**config.mk**
```make
export PLATFORM = sky130hd
export DESIGN_NAME = spi_pkt_master
export DESIGN_NICKNAME = d
export VERILOG_FILES = /design/src/rtl/spi_pkt_pkg.sv /design/src/rtl/spi_pkt_fifo.sv /design/src/rtl/spi_pkt_tick.sv /design/src/rtl/spi_pkt_shift.sv /design/src/rtl/spi_pkt_master.sv
export SDC_FILE = /design/constraint.sdc
export NUM_CORES = 1
export LEC_CHECK = 0
export ABC_AREA = 1
export BUFFER_PORTS_ARGS = -buffer_cell sky130_fd_sc_hd__buf_2
export CAP_MARGIN = 20
export CORE_UTILIZATION = 40
export DETAILED_ROUTE_END_ITERATION = 6
export PLACE_DENSITY = 0.62
export SLEW_MARGIN = 40
export SYNTH_ARGS = -nofsm -noshare
export SYNTH_HDL_FRONTEND = slang
export SYNTH_SLANG_ARGS = --single-unit
export TNS_END_PERCENT = 100
```
**constraint.sdc**
```tcl
create_clock -name clk -period 2.8 [get_ports clk]
set_clock_uncertainty 0.15 [all_clocks]
set_input_delay 0.14 -clock clk [delete_from_list [all_inputs] [get_ports clk]]
set_output_delay 0.14 -clock clk [all_outputs]
set_load 0.005 [all_outputs]
```
**src/rtl/spi_pkt_pkg.sv**
```systemverilog
package spi_pkt_pkg;

    typedef enum logic [2:0] {
        ST_IDLE,
        ST_SETUP,
        ST_LOAD,
        ST_SHIFT,
        ST_HOLD,
        ST_RELEASE
    } pkt_state_t;

    localparam logic [3:0] OFS_PUSH = 4'd8;
    localparam logic [3:0] OFS_CFG  = 4'd9;

endpackage

```
**src/rtl/spi_pkt_fifo.sv**
```systemverilog
module spi_pkt_fifo #(
    parameter int DEPTH = 6,
    parameter int W     = 8
) (
    input  logic         clk,
    input  logic         rst_n,
    input  logic         clr,
    input  logic         push,
    input  logic [W-1:0] din,
    input  logic         pop,
    output logic [W-1:0] dout,
    output logic         empty
);
    localparam int PW = (DEPTH > 1) ? $clog2(DEPTH) : 1;
    localparam int CW = $clog2(DEPTH + 1);

    logic [W-1:0]  mem [DEPTH];
    logic [PW-1:0] wr_ptr, rd_ptr;
    logic [CW-1:0] count;
    logic          full, push_ok, pop_ok;

    assign full    = (count == CW'(DEPTH));
    assign empty   = (count == '0);
    assign push_ok = push && !full;
    assign pop_ok  = pop && !empty;
    assign dout    = mem[rd_ptr];

    always_ff @(posedge clk) begin
        if (push_ok && !clr) begin
            mem[wr_ptr] <= din;
        end
    end

    always_ff @(posedge clk or negedge rst_n) begin
        if (!rst_n) begin
            wr_ptr <= '0;
            rd_ptr <= '0;
            count  <= '0;
        end else if (clr) begin
            wr_ptr <= '0;
            rd_ptr <= '0;
            count  <= '0;
        end else begin
            if (push_ok) begin
                wr_ptr <= (wr_ptr == PW'(DEPTH - 1)) ? '0 : wr_ptr + 1'b1;
            end
            if (pop_ok) begin
                rd_ptr <= (rd_ptr == PW'(DEPTH - 1)) ? '0 : rd_ptr + 1'b1;
            end
            unique case ({push_ok, pop_ok})
                2'b10:   count <= count + 1'b1;
                2'b01:   count <= count - 1'b1;
                default: count <= count;
            endcase
        end
    end

    AST_FIFO_NO_OVERFLOW: assert property (@(posedge clk) disable iff (!rst_n)
        count <= CW'(DEPTH));
    AST_FULL_PUSH_DROPPED: assert property (@(posedge clk) disable iff (!rst_n)
        (push && full && !pop && !clr) |=> (count == $past(count)));

endmodule

```
**src/rtl/spi_pkt_tick.sv**
```systemverilog
module spi_pkt_tick #(
    parameter int HALF = 5
) (
    input  logic clk,
    input  logic rst_n,
    input  logic en,
    output logic tick
);
    localparam int CW = $clog2(HALF) + 1;

    logic [CW-1:0] cnt;

    assign tick = en && (cnt == CW'(HALF - 1));

    always_ff @(posedge clk or negedge rst_n) begin
        if (!rst_n) begin
            cnt <= '0;
        end else if (!en || tick) begin
            cnt <= '0;
        end else begin
            cnt <= cnt + 1'b1;
        end
    end

endmodule

```
**src/rtl/spi_pkt_shift.sv**
```systemverilog
module spi_pkt_shift #(
    parameter int W = 8
) (
    input  logic         clk,
    input  logic         rst_n,
    input  logic         load,
    input  logic [W-1:0] load_data,
    input  logic         tick,
    input  logic         miso,
    output logic         sclk,
    output logic         mosi,
    output logic [W-1:0] rx_data,
    output logic         done
);
    localparam int BW = $clog2(W);

    logic [W-1:0]  tx_sr, rx_sr;
    logic [BW-1:0] bitcnt;
    logic          active;

    assign mosi    = tx_sr[W-1];
    assign rx_data = rx_sr;
    assign done    = active && tick && sclk && (bitcnt == BW'(W - 1));

    always_ff @(posedge clk or negedge rst_n) begin
        if (!rst_n) begin
            tx_sr  <= '0;
            rx_sr  <= '0;
            bitcnt <= '0;
            active <= 1'b0;
            sclk   <= 1'b0;
        end else if (load) begin
            tx_sr  <= load_data;
            bitcnt <= '0;
            active <= 1'b1;
            sclk   <= 1'b0;
        end else if (active && tick) begin
            if (!sclk) begin
                sclk  <= 1'b1;
                rx_sr <= {rx_sr[W-2:0], miso};
            end else begin
                sclk <= 1'b0;
                if (bitcnt == BW'(W - 1)) begin
                    active <= 1'b0;
                end else begin
                    bitcnt <= bitcnt + 1'b1;
                    tx_sr  <= {tx_sr[W-2:0], 1'b0};
                end
            end
        end
    end

    AST_SCLK_ON_TICK: assert property (@(posedge clk) disable iff (!rst_n)
        (sclk != $past(sclk)) |-> $past(tick));
    AST_MOSI_STABLE_HIGH: assert property (@(posedge clk) disable iff (!rst_n)
        (sclk && $past(sclk)) |-> $stable(mosi));

endmodule

```
**src/rtl/spi_pkt_master.sv**
```systemverilog
module spi_pkt_master
    import spi_pkt_pkg::*;
#(
    parameter int CLK_HZ     = 50_000_000,
    parameter int SCLK_HZ    = 5_000_000,
    parameter int FIFO_DEPTH = 6
) (
    input  logic       clk,
    input  logic       rst_n,
    input  logic       bus_req,
    input  logic       bus_we,
    input  logic [3:0] bus_addr,
    input  logic [7:0] bus_wdata,
    output logic [7:0] bus_rdata,
    output logic       bus_ready,
    output logic       spi_sclk,
    output logic       spi_mosi,
    input  logic       spi_miso,
    output logic       spi_cs_n,
    output logic [2:0] spi_sa
);
    localparam int HALF = (CLK_HZ / (2 * SCLK_HZ)) < 1 ? 1 : CLK_HZ / (2 * SCLK_HZ);
    localparam int W    = 8;

    pkt_state_t state, nxt;

    logic [2:0]   sa_q;
    logic         we_q;
    logic [W-1:0] data_q;
    logic         word_mode;
    logic [W-1:0] hi_q;
    logic [W-1:0] rdata_q;
    logic         cs_n_q;
    logic         in_final;
    logic         rx_more;

    logic         tick, tick_en;
    logic         start;
    logic         fifo_push, fifo_pop, fifo_clr, fifo_empty;
    logic [W-1:0] fifo_dout;
    logic         shift_load, shift_done;
    logic [W-1:0] shift_data, rx_byte;

    assign bus_ready = (state == ST_IDLE);
    assign bus_rdata = rdata_q;
    assign spi_cs_n  = cs_n_q;
    assign spi_sa    = sa_q;

    assign start      = bus_ready && bus_req && !bus_addr[3];
    assign fifo_push  = bus_ready && bus_req && bus_we && (bus_addr == OFS_PUSH);
    assign fifo_pop   = (state == ST_LOAD) && !fifo_empty;
    assign fifo_clr   = (state == ST_RELEASE) && tick;
    assign tick_en    = (state == ST_SETUP) || (state == ST_SHIFT) ||
                        (state == ST_HOLD)  || (state == ST_RELEASE);
    assign shift_load = (state == ST_LOAD);
    assign shift_data = !fifo_empty ? fifo_dout : (we_q ? data_q : '0);

    spi_pkt_fifo #(.DEPTH(FIFO_DEPTH), .W(W)) u_fifo (
        .clk   (clk),
        .rst_n (rst_n),
        .clr   (fifo_clr),
        .push  (fifo_push),
        .din   (bus_wdata),
        .pop   (fifo_pop),
        .dout  (fifo_dout),
        .empty (fifo_empty)
    );

    spi_pkt_tick #(.HALF(HALF)) u_tick (
        .clk   (clk),
        .rst_n (rst_n),
        .en    (tick_en),
        .tick  (tick)
    );

    spi_pkt_shift #(.W(W)) u_shift (
        .clk       (clk),
        .rst_n     (rst_n),
        .load      (shift_load),
        .load_data (shift_data),
        .tick      (tick),
        .miso      (spi_miso),
        .sclk      (spi_sclk),
        .mosi      (spi_mosi),
        .rx_data   (rx_byte),
        .done      (shift_done)
    );

    // next-state logic
    always_comb begin
        nxt = state;
        unique case (state)
            ST_IDLE:    if (start) nxt = ST_SETUP;
            ST_SETUP:   if (tick) nxt = ST_LOAD;
            ST_LOAD:    nxt = ST_SHIFT;
            ST_SHIFT: begin
                if (shift_done) begin
                    if (!in_final || (!we_q && rx_more)) nxt = ST_LOAD;
                    else                                 nxt = ST_HOLD;
                end
            end
            ST_HOLD:    if (tick) nxt = ST_RELEASE;
            ST_RELEASE: if (tick) nxt = ST_IDLE;
            default:    nxt = ST_IDLE;
        endcase
    end

    // state register
    always_ff @(posedge clk or negedge rst_n) begin
        if (!rst_n) state <= ST_IDLE;
        else        state <= nxt;
    end

    // outputs and datapath
    always_ff @(posedge clk or negedge rst_n) begin
        if (!rst_n) begin
            sa_q      <= '0;
            we_q      <= 1'b0;
            data_q    <= '0;
            word_mode <= 1'b0;
            hi_q      <= '0;
            rdata_q   <= '0;
            cs_n_q    <= 1'b1;
            in_final  <= 1'b0;
            rx_more   <= 1'b0;
        end else begin
            unique case (state)
                ST_IDLE: begin
                    if (bus_req) begin
                        if (!bus_addr[3]) begin
                            sa_q     <= bus_addr[2:0];
                            we_q     <= bus_we;
                            data_q   <= bus_wdata;
                            in_final <= 1'b0;
                            rx_more  <= 1'b0;
                        end else if (bus_we) begin
                            if (bus_addr == OFS_CFG) word_mode <= bus_wdata[0];
                        end else begin
                            rdata_q <= (bus_addr == OFS_PUSH) ? hi_q : '0;
                        end
                    end
                end
                ST_SETUP: begin
                    if (tick) cs_n_q <= 1'b0;
                end
                ST_LOAD: begin
                    if (fifo_empty && !in_final) begin
                        in_final <= 1'b1;
                        rx_more  <= !we_q && word_mode;
                    end
                end
                ST_SHIFT: begin
                    if (shift_done && in_final && !we_q) begin
                        if (rx_more) begin
                            hi_q    <= rx_byte;
                            rx_more <= 1'b0;
                        end else begin
                            rdata_q <= rx_byte;
                        end
                    end
                end
                ST_HOLD: begin
                    if (tick) cs_n_q <= 1'b1;
                end
                default: ;
            endcase
        end
    end

    AST_CS_HIGH_WHEN_READY: assert property (@(posedge clk) disable iff (!rst_n)
        bus_ready |-> spi_cs_n);
    AST_SCLK_LOW_OUTSIDE_FRAME: assert property (@(posedge clk) disable iff (!rst_n)
        spi_cs_n |-> !spi_sclk);
    AST_SA_HELD_IN_FRAME: assert property (@(posedge clk) disable iff (!rst_n)
        !spi_cs_n |-> $stable(spi_sa));
    AST_REPLY_MOSI_LOW: assert property (@(posedge clk) disable iff (!rst_n)
        (!spi_cs_n && in_final && !we_q) |-> !spi_mosi);
    AST_QUEUE_EMPTY_AFTER_FRAME: assert property (@(posedge clk) disable iff (!rst_n)
        $rose(bus_ready) |-> fifo_empty);
    AST_BUSY_PUSH_DROPPED: assert property (@(posedge clk) disable iff (!rst_n)
        (!bus_ready && bus_req) |-> !fifo_push);

endmodule

```
### Word level (Yosys, flattened, before mapping)

Memory sizes are Yosys's and may differ from the RTL's.
Cells that the tools add are included.

| cells by class | value |
|---|---|
| multiplexer cells | 52 |
| $mul | 0 |
| shift-type cells | 0 |
| magnitude comparators | 0 |
| reductions and logical operators | 53 |
| add/subtract/negate cells | 6 |
| equality and inequality tests | 27 |
| bitwise logic cells | 3 |
| divide/modulo/power cells | 0 |

Operators by type and width:

| cell | count |
|---|---|
| two-way mux 8 bit | 12 |
| two-way mux 3 bit | 17 |
| inequality test 2 bit, second input constant | 10 |
| equality test 3 bit, second input constant | 6 |
| logical AND 1 bit | 18 |
| case mux 3 bit (6 select lines) | 1 |
| AND reduction 3 bit | 6 |
| two-way mux 1 bit | 16 |
| case mux 8 bit (2 select lines) | 1 |
| nonzero test 2 bit | 8 |
| AND reduction 5 bit | 3 |
| adder 3 x 1 -> 3 bit, second input constant | 4 |
| equality test 4 bit, second input constant | 2 |
| zero test 1 bit | 7 |
| equality test 3 x 2 -> 1 bit, second input constant | 2 |
| zero test 3 bit | 2 |
| inequality test 2 x 1 -> 1 bit, second input constant | 3 |
| case mux 3 bit (2 select lines) | 1 |
| AND reduction 6 bit | 1 |
| nonzero test 3 bit | 2 |
| logical OR 1 bit | 5 |
| adder 4 x 1 -> 4 bit, second input constant | 1 |
| equality test 4 x 3 -> 1 bit, second input constant | 1 |
| two-way mux 4 bit | 1 |
| 8 further kinds | 11 |

| storage, ports and cells | value |
|---|---|
| memory bits (writable) | 48 |
| word-level logic and storage cells | 161 |
| bits in read-only memories | 0 |
| latch bits | 0 |
| memories kept | 1 |
| input port bits | 17 |
| flip-flop bits (word level) | 69 |
| output and inout port bits | 15 |

Memories:

| memory | words | width | rd ports | clocked after Yosys merged registers in | write ports | line | source |
|---|---|---|---|---|---|---|---|
| u_fifo.mem | 6 | 8 | 1 | 0 | 1 | spi_pkt_fifo.sv:17 | `logic [W-1:0] mem [DEPTH];` |

### Depth between registers and ports, before layout

Gate-level depths: netlist (run 1).

| logic depth | value |
|---|---|
| depth in word-level cells | 12 |
| gate-level depth with buffers | 13 |
| depth with buffers taken out | 11 |

### By module

A second synthesis (run 1) with hierarchy kept.

| unflattened totals | value |
|---|---|
| cell total of the unflattened synthesis | 622 |
| area, all modules | 5626.6 sq um |

By module, submodules not included:

| module | times used | seq. area each (sq um) | area an instance (sq um) | cells each |
|---|---|---|---|---|
| spi_pkt_fifo | 1 | 1666.6 | 2424.8 | 203 |
| spi_pkt_master | 1 | 877.1 | 2014.4 | 274 |
| spi_pkt_shift | 1 | 525.5 | 983.4 | 122 |
| spi_pkt_tick | 1 | 100.1 | 203.9 | 23 |

### Least setup slack after synthesis (run 1)

OpenSTA, ideal clock, no wires.

| timing path | value |
|---|---|
| path type | register to register |
| from | register state[0] |
| to | memory u_fifo.mem[0][0] (enable) |
| stages on the path, launching flop included | 8 |
| setup time | 0.383 ns |
| data required time | 2.267 ns |
| period minus slack after synthesis | 2.324 ns |
| setup slack | 0.476 ns |
| path buffers | 0 |
| data arrival time | 1.790 ns |
| path through | dfrtp_1 -> nor2_2 -> nand2_2 -> nor3_2 -> nand2_2 -> inv_2 -> nand2_1 -> nor3_1 |

| on the way | value |
|---|---|
| cells in the longest elaborated chain, start to end | 10 |
| elaborated cells on any way between the ends | 18 |
| those cells by class | 4 x eq/ne; 2 x mux; 12 x reduce/logical |

RTL lines:

| what | line | source |
|---|---|---|
| start: declaration | spi_pkt_master.sv:25 | `pkt_state_t state, nxt;` |
| start signal: assignment | spi_pkt_master.sv:111 | `else state <= nxt;` |
| equality test 3 x 1 -> 1 bit / equality test 3 x 2 -> 1 bit (equally long branches) | spi_pkt_master.sv:53 | `assign tick_en = (state == ST_SETUP) \|\| (state == ST_SHIFT) \|\|` |
| logical OR 1 bit (2 in a row) | spi_pkt_master.sv:53 |  |
| logical OR 1 bit | spi_pkt_master.sv:54 | `(state == ST_HOLD) \|\| (state == ST_RELEASE);` |
| logical AND 1 bit | spi_pkt_tick.sv:13 | `assign tick = en && (cnt == CW'(HALF - 1));` |
| logical AND 1 bit | spi_pkt_master.sv:52 | `assign fifo_clr = (state == ST_RELEASE) && tick;` |
| zero test 1 bit | spi_pkt_fifo.sv:29 | `if (push_ok && !clr) begin` |
| logical AND 1 bit * | spi_pkt_fifo.sv:29 |  |
| two-way mux 1 bit * | spi_pkt_fifo.sv:29 |  |
| two-way mux 1 bit (implied by the code) * | spi_pkt_fifo.sv:30 | `mem[wr_ptr] <= din;` |
| end: declaration | spi_pkt_fifo.sv:17 |  |

Mark *: on every way between the ends. The rest lies on a longest branch, timed or not.

### Worst setup path after layout (run 1)

| timing path | value |
|---|---|
| from | register state[0] |
| to | memory u_fifo.mem[4][2] (enable) |

The elaborated chain is that of the path after synthesis.

==> results of run 1 <==
[cell type report]
cell class	instances	area share [%]
Inverter	74	4.29
Clock inverter	12	2.66
Clock buffer	20	6.78
Timing Repair Buffer	56	6.04
Multi-Input combinational cell	412	28.7
Tap cell	176	3.34
Sequential cell	117	48.1
[cells in the final DEF (no fill, tap or decap), types with 7 or more instances in the layout]
cell type	netlist	layout
nand2_1	203	203
dfrtp_1	68	68
inv_1	66	66
nor2_1	62	62
nand3_1	49	49
edfxtp_1	48	48
o21ai_0	39	39
buf_2	5	31
clkbuf_16	0	17
dlygate4sd3_1	0	14
buf_4	2	10
nor3_1	8	8
nand2_2	7	7
inv_2	7	7
a21oi_1	7	7
[synthesized netlist by cell type]
library cell,number
a31oi_1,1
fa_1,1
buf_6,2
dfrtp_1,68
o22ai_1,2
ha_1,4
buf_2,5
nand3_4,1
nor2_4,4
nor2_2,2
nand3b_1,1
inv_1,66
clkinv_4,1
nand2_1,203
or2_2,2
o21bai_1,1
buf_4,2
nand2_2,7
nor3_1,8
o21ai_1,4
nand4_2,1
buf_1,2
clkbuf_1,5
nor3_2,1
a21oi_1,7
mux2i_1,1
o21ai_0,39
inv_2,7
dfstp_2,1
xor2_1,2
xnor2_1,1
a22o_1,1
edfxtp_1,48
nand2_4,1
nor2_1,62
nand3_1,49
nor3_4,1
nand4_1,4
nor4_1,1
[power by group through the flow]
| stage | logic (mW) | clock network (mW) | registers, mW |
|---|---|---|---|
| floorplan | 0.0101 | 0 | 1.83 |
| global placement | 0.0632 | 0 | 1.83 |
| detailed placement | 0.0642 | 0 | 1.83 |
| CTS | 0.0796 | 2.32 | 1.80 |
| global route | 0.0919 | 2.38 | 1.80 |
| finish | 0.0818 | 2.28 | 1.80 |
[critical path, cell delays in order, from the launching register on]
cell	delay, ns
dfrtp_1	0.47
nor2_2	0.24
nand2_2	0.13
nor3_2	0.18
nand2_2	0.14
inv_2	0.10
nand2_1	0.09
nor2_1	0.54
[metrics by stage]
stage	cells	worst slack, ns	cell area [um2]	utilization [%]	hold WS, ns
after detailed placement	820	0.405	5790	43.8	0.0980
after global routing	867	0.213	6580	49.7	0.00324
after global placement	820	0.541	5790	43.8	0.0877
after floorplan	619	0.476	5430	-	-0.306
after CTS	866	0.368	6560	49.5	0.0526
final	867	0.385	6580	49.7	-0.0168
[registers in the layout, indices dropped and copies added, names as in the netlist]
signal	cells
u_fifo.mem	48
bus_rdata	8
data_q	8
hi_q	8
u_shift.rx_data	8
u_shift.tx_sr	8
u_tick.cnt	4
spi_sa	3
state	3
u_fifo.count	3
u_fifo.rd_ptr	3
u_fifo.wr_ptr	3
u_shift.bitcnt	3
in_final	1
rx_more	1
spi_cs_n	1
u_shift.active	1
u_shift.sclk	1
we_q	1
word_mode	1
[worst max-delay path by stage]
stage | from | end | depth (start not counted)
after floorplan | state[0] | u_fifo.mem[0][0] | 7
after global placement | state[0] | u_fifo.mem[4][4] | 7
after detailed placement | state[0] | u_fifo.mem[4][4] | 7
after CTS | state[0] | u_fifo.mem[4][5] | 7
after global routing | state[0] | u_fifo.mem[4][4] | 7
final | state[0] | u_fifo.mem[4][2] | 7
[cell families (layout without fill, tap and decap cells)]
kind of cell | after synthesis | after routing | share of synthesized area (%)
compound gates | 55 | 55 | 5.25
xor+xnor | 3 | 3 | 0.484
fa+ha+maj | 5 | 5 | 1.29
buf+inv | 90 | 162 | 6.84
flops | 117 | 117 | 58.3
mux | 1 | 1 | 0.184
simple gates | 348 | 348 | 27.6
[layer usage]
metal  up-vias  part of all wire (%)  GRT usage [%]
met4         0                   1.8           6.96
met2        90                    46           29.9
met3        20                   4.8           5.12
li1       2102                     -              -
met5         -                     0              0
met1      1974                    47           23.9
[timing repair]
action,4_1_cts,5_1_grt
endpoints found under the hold margin,90,0
endpoints found under the setup margin,0,0
gates resized for setup,0,0
hold buffers,14,0
buffers inserted,0,0
==> out/qor.csv, run 1 <==
stage;metric;value;unit
status;outcome;complete, but fails checks;
status;failing checks;negative hold slack;
die;Die ar.;0.0141;mm2
layout;Sequential Area;0.00317;mm2
power;PD cells;631;mW/mm2
global_route;first-pass GRT wire length;19.9;mm
cts;CTS HTree Levels;4;
synthesis;top cells by area, synth;dfrtp_1 (31%), edfxtp_1 (27%), nand2_1 (14%), inv_1 (4.6%), nand3_1 (4.5%);
synthesis;Netlist Area Pre-Place;0.00543;mm2
power;Seq pwr share;43.2;%
die;Die W;119;um
die;Initial Utilization;41.0;%
setup_path;crit-path max FO;8;
power;Tot Pwr;4.16;mW
cts;maximum clock path buffer count;2;
detailed_routing;First-pass DRT Iterations;5;
global_route;GRT Util Overall;18.6;%
setup_path;register-to-register setup slack;0.39;ns
power;sw frac;19.8;%
setup_path;FF-to-FF path depth;7;
cts;CTS tree;done;
cts;clk root buf;clkbuf_16;
cts;CTS Sinks;117;
timing;Final Setup Violations;0;
setup_path;Worst EP arrival;2.31;ns
timing;Hold Vio Cnt, Final;6;
timing;hold_ws;-0.0168;ns
power;Clk pwr share;54.8;%
layout;footprint of the multi-input gates;0.00189;mm2
layout;ant diodes;0;
synthesis;Synth cell types;39;
timing;Max Slew Vio Count;0;
setup_path;critical setup path kind;reg -> reg;
timing;Tmin final;2.41;ns
global_route;initial antenna violation count;0;
cts;clock buffer count from CTS;17;
timing;Period Utilization, post-route;86.2;%
placement;hpwl dp;8.16;mm
min_path;Hold WC Path Type;in -> async;
run;max_cap viols;0;
global_route;gr ovfl total;0;
layout;share of layout cells above drive strength 1;14.5;%
die;Chip Height;119;um
layout;fillers;1271;
detailed_routing;drt drc;0;
timing;RSZ-0062 raised after global routing;false;
power;Net Switching;0.822;mW
detailed_routing;DR iter-0 viols;242;
setup_path;worst r2r src;state[0];
die;IO Pins;32;
setup_path;CP required;2.70;ns
synthesis;cell accounting for the most synthesized area;dfrtp_1;
synthesis;top-area cell type share of the netlist area;31.3;%
detailed_routing;Vias/cell;4.83;
timing;setup_tns;0;ns
synthesis;Cells after Synth;619;
power;combinational share of power;2.0;%
timing;Least-Margin Pin Slew;0.687;ns
synthesis;Syn Area/Cell;8.78;um2
placement;Final Wtd Congestion;0.831;
setup_path;CP Capture Type;flip-flop;
synthesis;post-synthesis sequential element count;117;
power;leakage power;3.20;nW
synthesis;register area share after synthesis;58.3;%
synthesis;syn_nets;641;
power;maximum VDD drop;0.000336;V
global_route;largest net degree at the start of global routing;32;
layout;nets;700;
cts;CTS clock-pin slew for the worst setup and hold paths;0.05;ns
timing;Max-slew headroom;54.1;%
cts;worst-skew pair later-pin latency;0.41;ns
die;core area;0.0132;mm2
timing;Fmax achieved;414;MHz
placement;IO Port Bufs;31;
global_route;vias in the first global route;4190;
setup_path;reg2reg end;u_fifo.mem[4][2];
detailed_routing;Detail Route Antenna Nets;0;
power;internal power;3.33;mW
die;# rows;42;
detailed_routing;DR vias;4186;
layout;Layout area overhead;21.2;%
setup_path;CP Launch Type;flip-flop;
synthesis;Ys Warns;0;
detailed_routing;routed len/inst;13.7;um
detailed_routing;Post-Route WL;11.9;mm
Note: power is estimated with default switching activity, not from simulation.
==> run 2: changes to the inputs <==
- ABC_AREA: 1 -> not set
- CTS_CLUSTER_DIAMETER: not set -> 120
==> run 2 against run 1 <==
Compared with the run above: the run now ends clean; combinational power shrank 12%; design area decreased by 2.5%; synthesized cell count is 39% lower; worst setup slack better by 0.048 ns; hold slack better by 0.12 ns; core utilization increased by 0.72 points; critical path depth unchanged; final cell count shrank 27%; total power decreased by 2.1%; sequential power about the same; largest cell class unchanged.
==> out/qor.csv, run 2 <==
stage;metric;value;unit;change
layout;share of layout cells above drive strength 1;33.0;%;+18 points
run;max_cap viols;0;;unchanged
timing;Tmin final;2.37;ns;-0.0477 ns
synthesis;mux cell area share after synthesis;15.5;%;+15 points
min_path;Hold WC Path Type;in -> reg;;
global_route;vias in the first global route;3352;;-20%
cts;maximum clock path buffer count;2;;unchanged
layout;fillers;1118;;-12%
setup_path;crit-path max FO;6;;-2
detailed_routing;drt drc;0;;unchanged
die;core area;0.0127;mm2;-3.9%
layout;Most flops, register;u_fifo.mem;;
synthesis;Syn Area/Cell;13.9;um2;+58%
status;outcome;finished clean;;
power;maximum VDD drop;0.000340;V;+1.3%
detailed_routing;First-pass DRT Iterations;5;;unchanged
cts;clk root buf;clkbuf_16;;
cts;CTS clock-pin slew for the worst setup and hold paths;0.05;ns;about the same
placement;IO Port Bufs;31;;unchanged
power;Net Switching;0.780;mW;-5.1%
layout;Layout area overhead;22.1;%;
layout;most frequent cells in the layout;dfrtp_1 (68), edfxtp_1 (48), mux2_2 (42);;
synthesis;main flop type after synthesis;dfrtp_1;;
timing;Fmax achieved;422;MHz;+2.0%
global_route;GR Layer Usage met3;5.50;%;+0.38 points
power;combinational share of power;1.8;%;-0.2 points
setup_path;CP required;3.00;ns;+0.30 ns
detailed_routing;DR vias;3276;;-22%
die;# rows;41;;-2.4%
timing;RSZ-0062 raised after global routing;false;;
setup_path;register-to-register setup slack;0.43;ns;+0.05 ns
placement;dpl cells;584;;-29%
synthesis;Ys Warns;0;;unchanged
synthesis;Post-synth EDFFs;48;;unchanged
global_route;GRT Util Overall;17.8;%;-0.78 points
synthesis;post-synthesis sequential element count;117;;unchanged
die;Chip Height;117;um;-1.6%
setup_path;CP Capture Type;flip-flop;;
global_route;first-pass GRT wire length;17.5;mm;-12%
detailed_routing;Vias/cell;5.20;;+7.7%
layout;max reg flops;48;;unchanged
global_route;initial antenna violation count;0;;unchanged
timing;Hold Vio Cnt, Final;0;;-6
synthesis;Synth cell types;62;;+59%
die;Die ar.;0.0136;mm2;-3.2%
power;PD cells;634;mW/mm2;+0.50%
timing;Max-slew headroom;61.0;%;+6.9 points
power;Seq pwr share;44.1;%;+0.9 points
timing;Period Utilization, post-route;84.5;%;-1.7 points
layout;nets;467;;-33%
synthesis;Synth async-reset ratio;59.0;%;unchanged
synthesis;top-count cell post-synth;dfrtp_1;;
cts;clock buffer count from CTS;17;;unchanged
synthesis;top cells by count, synth;dfrtp_1 (68), edfxtp_1 (48), mux2_2 (42), nand2_1 (34), o21ai_0 (24);;
die;IO Pins;32;;unchanged
cts;CTS HTree Levels;4;;unchanged
detailed_routing;Post-Route WL;10.4;mm;-12%
synthesis;Cells after Synth;378;;-39%
setup_path;Worst EP arrival;2.56;ns;+0.25 ns
setup_path;CP Launch Type;flip-flop;;
die;Initial Utilization;41.3;%;+0.29 points
power;Clk pwr share;54.1;%;-0.7 points
cts;CTS Sinks;117;;unchanged
die;Die W;117;um;-1.6%
placement;Final Wtd Congestion;0.787;;-5.3%
synthesis;top cells by area, synth;dfrtp_1 (32%), edfxtp_1 (27%), mux2_2 (9.0%), mux4_2 (3.0%), nand2_1 (2.4%);;
synthesis;cell accounting for the most synthesized area;dfrtp_1;;
timing;Least-Margin Pin Slew;0.583;ns;-0.104 ns
timing;setup_tns;0;ns;unchanged
detailed_routing;Detail Route Antenna Nets;0;;unchanged
placement;hpwl dp;6.82;mm;-16%
layout;ant diodes;0;;unchanged
synthesis;Synth Area in Compound Gates;7.69;%;+2.4 points
synthesis;post-synthesis adder-cell area fraction;1.33;%;+0.043 points
global_route;met1 usage;24.5;%;+0.67 points
timing;Final Setup Violations;0;;unchanged
synthesis;Post-Synth Simple-Gate Area;11.3;%;-16 points
synthesis;main combinational cell family by area after synthesis;multiplexers;;
layout;commonest non-fill, non-tap cell in the layout;dfrtp_1;;
global_route;largest net degree at the start of global routing;44;;+38%
timing;Max Slew Vio Count;0;;unchanged
detailed_routing;routed len/inst;16.5;um;+21%
detailed_routing;DR iter-0 viols;237;;-2.1%
cts;post-CTS setup buffer count;0;;unchanged
global_route;GRT busiest layer;met2;;
synthesis;top-area cell type share of the netlist area;32.4;%;+1.1 points
synthesis;register area share after synthesis;60.3;%;+2.0 points
cts;worst-skew pair later-pin latency;0.41;ns;about the same
power;leakage power;2.59;nW;-19%
power;internal power;3.29;mW;-1.3%
setup_path;critical setup path kind;reg -> reg;;
synthesis;syn_nets;400;;-38%
synthesis;Netlist Area Pre-Place;0.00526;mm2;-3.2%
synthesis;Post-Synth XOR/XNOR Area;0.667;%;+0.18 points
layout;Non-Filler Instances;630;;-27%
global_route;gr ovfl total;0;;unchanged
power;sw frac;19.2;%;-0.61 points
global_route;met2 Usage GRT;26.0;%;-3.9 points
cts;CTS tree;done;;
==> run 2: changes by cell type after synthesis, sizes merged, moves of 6 or more <==
cell	previous run	this run
inv	73	11
a222oi	0	6
o21ai	43	24
mux2	0	50
nor2	68	11
mux4	0	8
nand3	50	4
nand2	211	34
==> run 2: path summary, 6_finish.rpt <==
check                        startpoint         endpoint  depth (start not counted)
max                            state[0]  u_fifo.count[2]                          7
min                         bus_addr[3]        word_mode                          4
max reg2reg                    state[0]  u_fifo.count[2]                          7
min reg2reg                bus_rdata[3]     bus_rdata[3]                          1
max in group asynchronous         rst_n         in_final                          3
min in group asynchronous         rst_n     bus_rdata[7]                          2
==> run 2: repair_timing <==
| action | in CTS | in global routing |
|---|---|---|
| gates resized for setup | 0 | 0 |
| endpoints found under the hold margin | 103 | 0 |
| hold buffers | 14 | 0 |
==> run 2: cells by family after synthesis <==
family / after synthesis
DFF: 117
and+or+nand+nor: 102
muxes: 62
AOI/OAI and AO/OA: 58
buffers and inverters: 30
adders and majority gates: 5
xor gates and xnor gates: 4
==> run 2: metrics by stage <==
stage                     worst slack [ns]  hold WS, ns  utilization, %  cell area [um2]  power [mW]
after global placement               0.463        0.200            44.5             5670        1.88
after global routing                 0.325        0.132            50.4             6420        4.20
after floorplan                      0.263       -0.306               -             5260        1.84
final                                0.433        0.104            50.4             6420        4.07
after detailed placement             0.442       0.0260            44.6             5670        1.89
after CTS                            0.433       0.0779            50.4             6420        4.12
==> run 2: critical path: stages (launching register included) <==
cell and delay (ns):
dfrtp_1 0.37, or3b_2 0.52, nor2_4 0.13, inv_1 0.11
fa_1 0.46, and3_1 0.18, a311o_1 0.31, nor2_1 0.08
==> run 2: cell type report <==
| class | count | area (um2) | share of cell area [%] |
|---|---|---|---|
| Timing Repair Buffer | 67 | 463 | 7.22 |
| Clock buffer | 24 | 482 | 7.51 |
| Tap cell | 172 | 215 | 3.35 |
| Clock inverter | 8 | 125 | 1.95 |
| Multi-Input combinational cell | 231 | 1920 | 29.9 |
| Inverter | 11 | 41.3 | 0.644 |
| Sequential cell | 117 | 3170 | 49.4 |
==> run 2: metal layers <==
metal / vias up / share of wire (%) / wire, um
li1: 1554 / - / -
met1: 1622 / 47 / 4880
met2: 86 / 46 / 4830
met3: 14 / 5.3 / 549
met4: 0 / 1.5 / 161
met5: - / 0 / 0
==> run 2: power groups by stage <==
| stage | logic (mW) | clock network [mW] | registers, mW |
|---|---|---|---|
| floorplan | 0.00913 | 0 | 1.83 |
| global placement | 0.0569 | 0 | 1.83 |
| detailed placement | 0.0596 | 0 | 1.83 |
| CTS | 0.0747 | 2.25 | 1.79 |
| global route | 0.0826 | 2.32 | 1.79 |
| finish | 0.0723 | 2.20 | 1.80 |
==> run 3: changes to the inputs <==
- PLACE_DENSITY: 0.62 -> 0.64
- clock period: 2.8 -> 2 ns (I/O delays scaled with it)
==> run 3 against run 2 <==
Compared with the run above: the run now ends with negative setup slack left; non-clock buffer count is 42 higher; die area stayed put; highest routed layer unchanged; via count is 5.4% higher; sequential share of layout area is 4.3 points lower; largest power group unchanged.
==> out/qor.csv, run 3 (synthesized netlist as in run 2, its figures left out) <==
stage;metric;value;unit;change
status;outcome;complete, but fails checks;;
status;failing checks;negative setup slack;;
detailed_routing;Post-Route WL;11.0;mm;+5.7%
global_route;initial antenna violation count;0;;unchanged
cts;maximum clock path buffer count;2;;unchanged
placement;post-placement setup slack;-0.101;ns;-0.543 ns
layout;share of layout cells above drive strength 1;44.0;%;+11 points
layout;max reg flops;48;;unchanged
detailed_routing;DR iter-0 viols;221;;-6.8%
die;Die ar.;0.0136;mm2;unchanged
cts;CTS tree;done;;
setup_path;worst r2r src;state[1];;
global_route;gr ovfl total;0;;unchanged
timing;Fmax achieved;494;MHz;+17%
detailed_routing;First-pass DRT Iterations;5;;unchanged
die;Chip Height;117;um;unchanged
run;max_cap viols;0;;unchanged
layout;Most flops, register;u_fifo.mem;;
setup_path;critical setup path kind;reg -> reg;;
layout;ant diodes;0;;unchanged
global_route;vias in the first global route;3540;;+5.6%
cts;worst-skew pair later-pin latency;0.41;ns;about the same
setup_path;Worst EP arrival;2.22;ns;-0.34 ns
layout;most frequent cells in the layout;dfrtp_1 (68), buf_4 (48), edfxtp_1 (48);;
global_route;largest net degree at the start of global routing;40;;-9.1%
timing;Max-slew headroom;64.8;%;+3.8 points
min_path;hold depth;4;;unchanged
min_path;WHS Endpoint;word_mode;;
setup_path;reg2reg end;u_fifo.count[2];;
setup_path;register-to-register setup slack;-0.02;ns;-0.46 ns
power;maximum VDD drop;0.000660;V;+94%
global_route;GRT Util Overall;18.0;%;+0.16 points
die;# rows;41;;unchanged
layout;nets;509;;+9.0%
timing;RSZ-0062 raised after global routing;true;;
timing;Max Slew Vio Count;0;;unchanged
detailed_routing;DR vias;3453;;+5.4%
placement;dpl cells;610;;+4.5%
power;PD cells;775;mW/mm2;+22%
setup_path;Critical Path Max Stage Delay;0.42;ns;-0.10 ns
timing;Least-Margin Pin Slew;0.528;ns;-0.0545 ns
setup_path;CP Capture Type;flip-flop;;
die;core area;0.0127;mm2;unchanged
setup_path;FF-to-FF path depth;7;;unchanged
cts;CTS HTree Levels;4;;unchanged
min_path;Hold WC Path Type;in -> reg;;
placement;IO Port Bufs;31;;unchanged
min_path;hold path start;bus_addr[3];;
layout;Layout area overhead;33.7;%;
die;Initial Utilization;41.3;%;unchanged
timing;Period Utilization, post-route;101;%;+17 points
setup_path;CP Cell Sequence;or3b_4, nor2_4, inv_2, fa_2, and3_4, a311o_1, nor2_1;;
power;leakage power;2.88;nW;+11%
layout;Util after Layout;55.2;%;+4.8 points
detailed_routing;Vias/cell;5.14;;-1.2%
setup_path;CP Launch Type;flip-flop;;
placement;hpwl dp;7.05;mm;+3.3%
cts;CTS clock-pin slew for the worst setup and hold paths;0.05;ns;about the same
cts;clock buffer count from CTS;17;;unchanged
global_route;first-pass GRT wire length;18.0;mm;+2.9%
detailed_routing;drt drc;0;;unchanged
setup_path;slowest cell on the critical path;or3b_4;;
layout;Non-Filler Instances;672;;+6.7%
cts;clk root buf;clkbuf_16;;
setup_path;CP required;2.19;ns;-0.81 ns
timing;Final Setup Violations;1;;+1
die;Die W;117;um;unchanged
layout;commonest non-fill, non-tap cell in the layout;dfrtp_1;;
die;IO Pins;32;;unchanged
timing;Tmin final;2.02;ns;-0.345 ns
setup_path;crit-path max FO;4;;-2
placement;Final Wtd Congestion;0.826;;+5.0%
timing;Setup WS post-layout;-0.0225;ns;-0.455 ns
layout;fillers;1076;;-3.8%
cts;CTS Sinks;117;;unchanged
detailed_routing;routed len/inst;16.4;um;-0.88%
detailed_routing;Detail Route Antenna Nets;0;;unchanged
timing;Hold Vio Cnt, Final;0;;unchanged
==> run 3: how the worst max path moves through the flow <==
stage | endpoint | from | slack (ns) | depth (start not counted)
finish | u_fifo.count[2] | state[1] | -0.02 | 7
CTS | u_fifo.count[2] | state[1] | -0.03 | 7
global placement | state[1] | u_tick.cnt[0] | -0.09 | 8
floorplan | u_fifo.count[2] | state[2] | -0.21 | 8
global route | u_fifo.count[2] | state[0] | -0.11 | 7
detailed placement | state[1] | u_tick.cnt[0] | -0.10 | 8
==> run 3: routing by layer <==
layer	vias to the layer above	GRT usage, %	wire (um)
met3	16	5.40	358
met4	0	7.26	167
met1	1727	24.1	5260
met2	71	27.3	5220
li1	1639	-	-
met5	-	0	0
==> run 3: cell type report <==
class                           count  area [um2]  share of cell area [%]
Multi-Input combinational cell    231        2110                    30.0
Sequential cell                   117        3170                    45.1
Timing Repair Buffer              109         932                    13.3
Inverter                           11        41.3                   0.588
Clock inverter                     12         104                    1.48
Clock buffer                       20         457                    6.50
Tap cell                          172         215                    3.06
==> run 3: power breakdown <==
part	switching [mW]	leakage (nW)	total [mW]	internal, mW
Combinational	0.0608	1.30	0.102	0.0411
Clock	1.07	0.274	2.83	1.77
Sequential	0.00447	1.30	2.51	2.51
Total	1.13	2.88	5.45	4.32
==> run 3: metrics by stage <==
stage          power (mW)  hold WS [ns]  TNS [ns]  area (um2)
6_report             5.45        0.0758   -0.0225        7030
3_3_place_gp         2.64        0.0190    -0.751        6100
5_1_grt              5.61         0.102     -3.41        7030
4_1_cts              5.50        0.0579    -0.476        6940
3_5_place_dp         2.64        0.0269     -1.91        6100
2_1_floorplan        2.57        -0.346     -1.43        5360
==> run 3: critical path: cells and delay by family (launching register included) <==
family | cells | cell delay, ns
and+or+nand+nor | 4 | 0.76
AOI/OAI and AO/OA | 1 | 0.26
buffers and inverters | 1 | 0.05
DFF | 1 | 0.40
adders and majority gates | 1 | 0.34
==> run 3: what timing repair did <==
action	CTS	global route
hold endpoints to repair	131	0
resized for setup	17	18
pin swaps	13	14
setup endpoints to repair	74	84
hold buffers	14	0
setup buffers	10	7
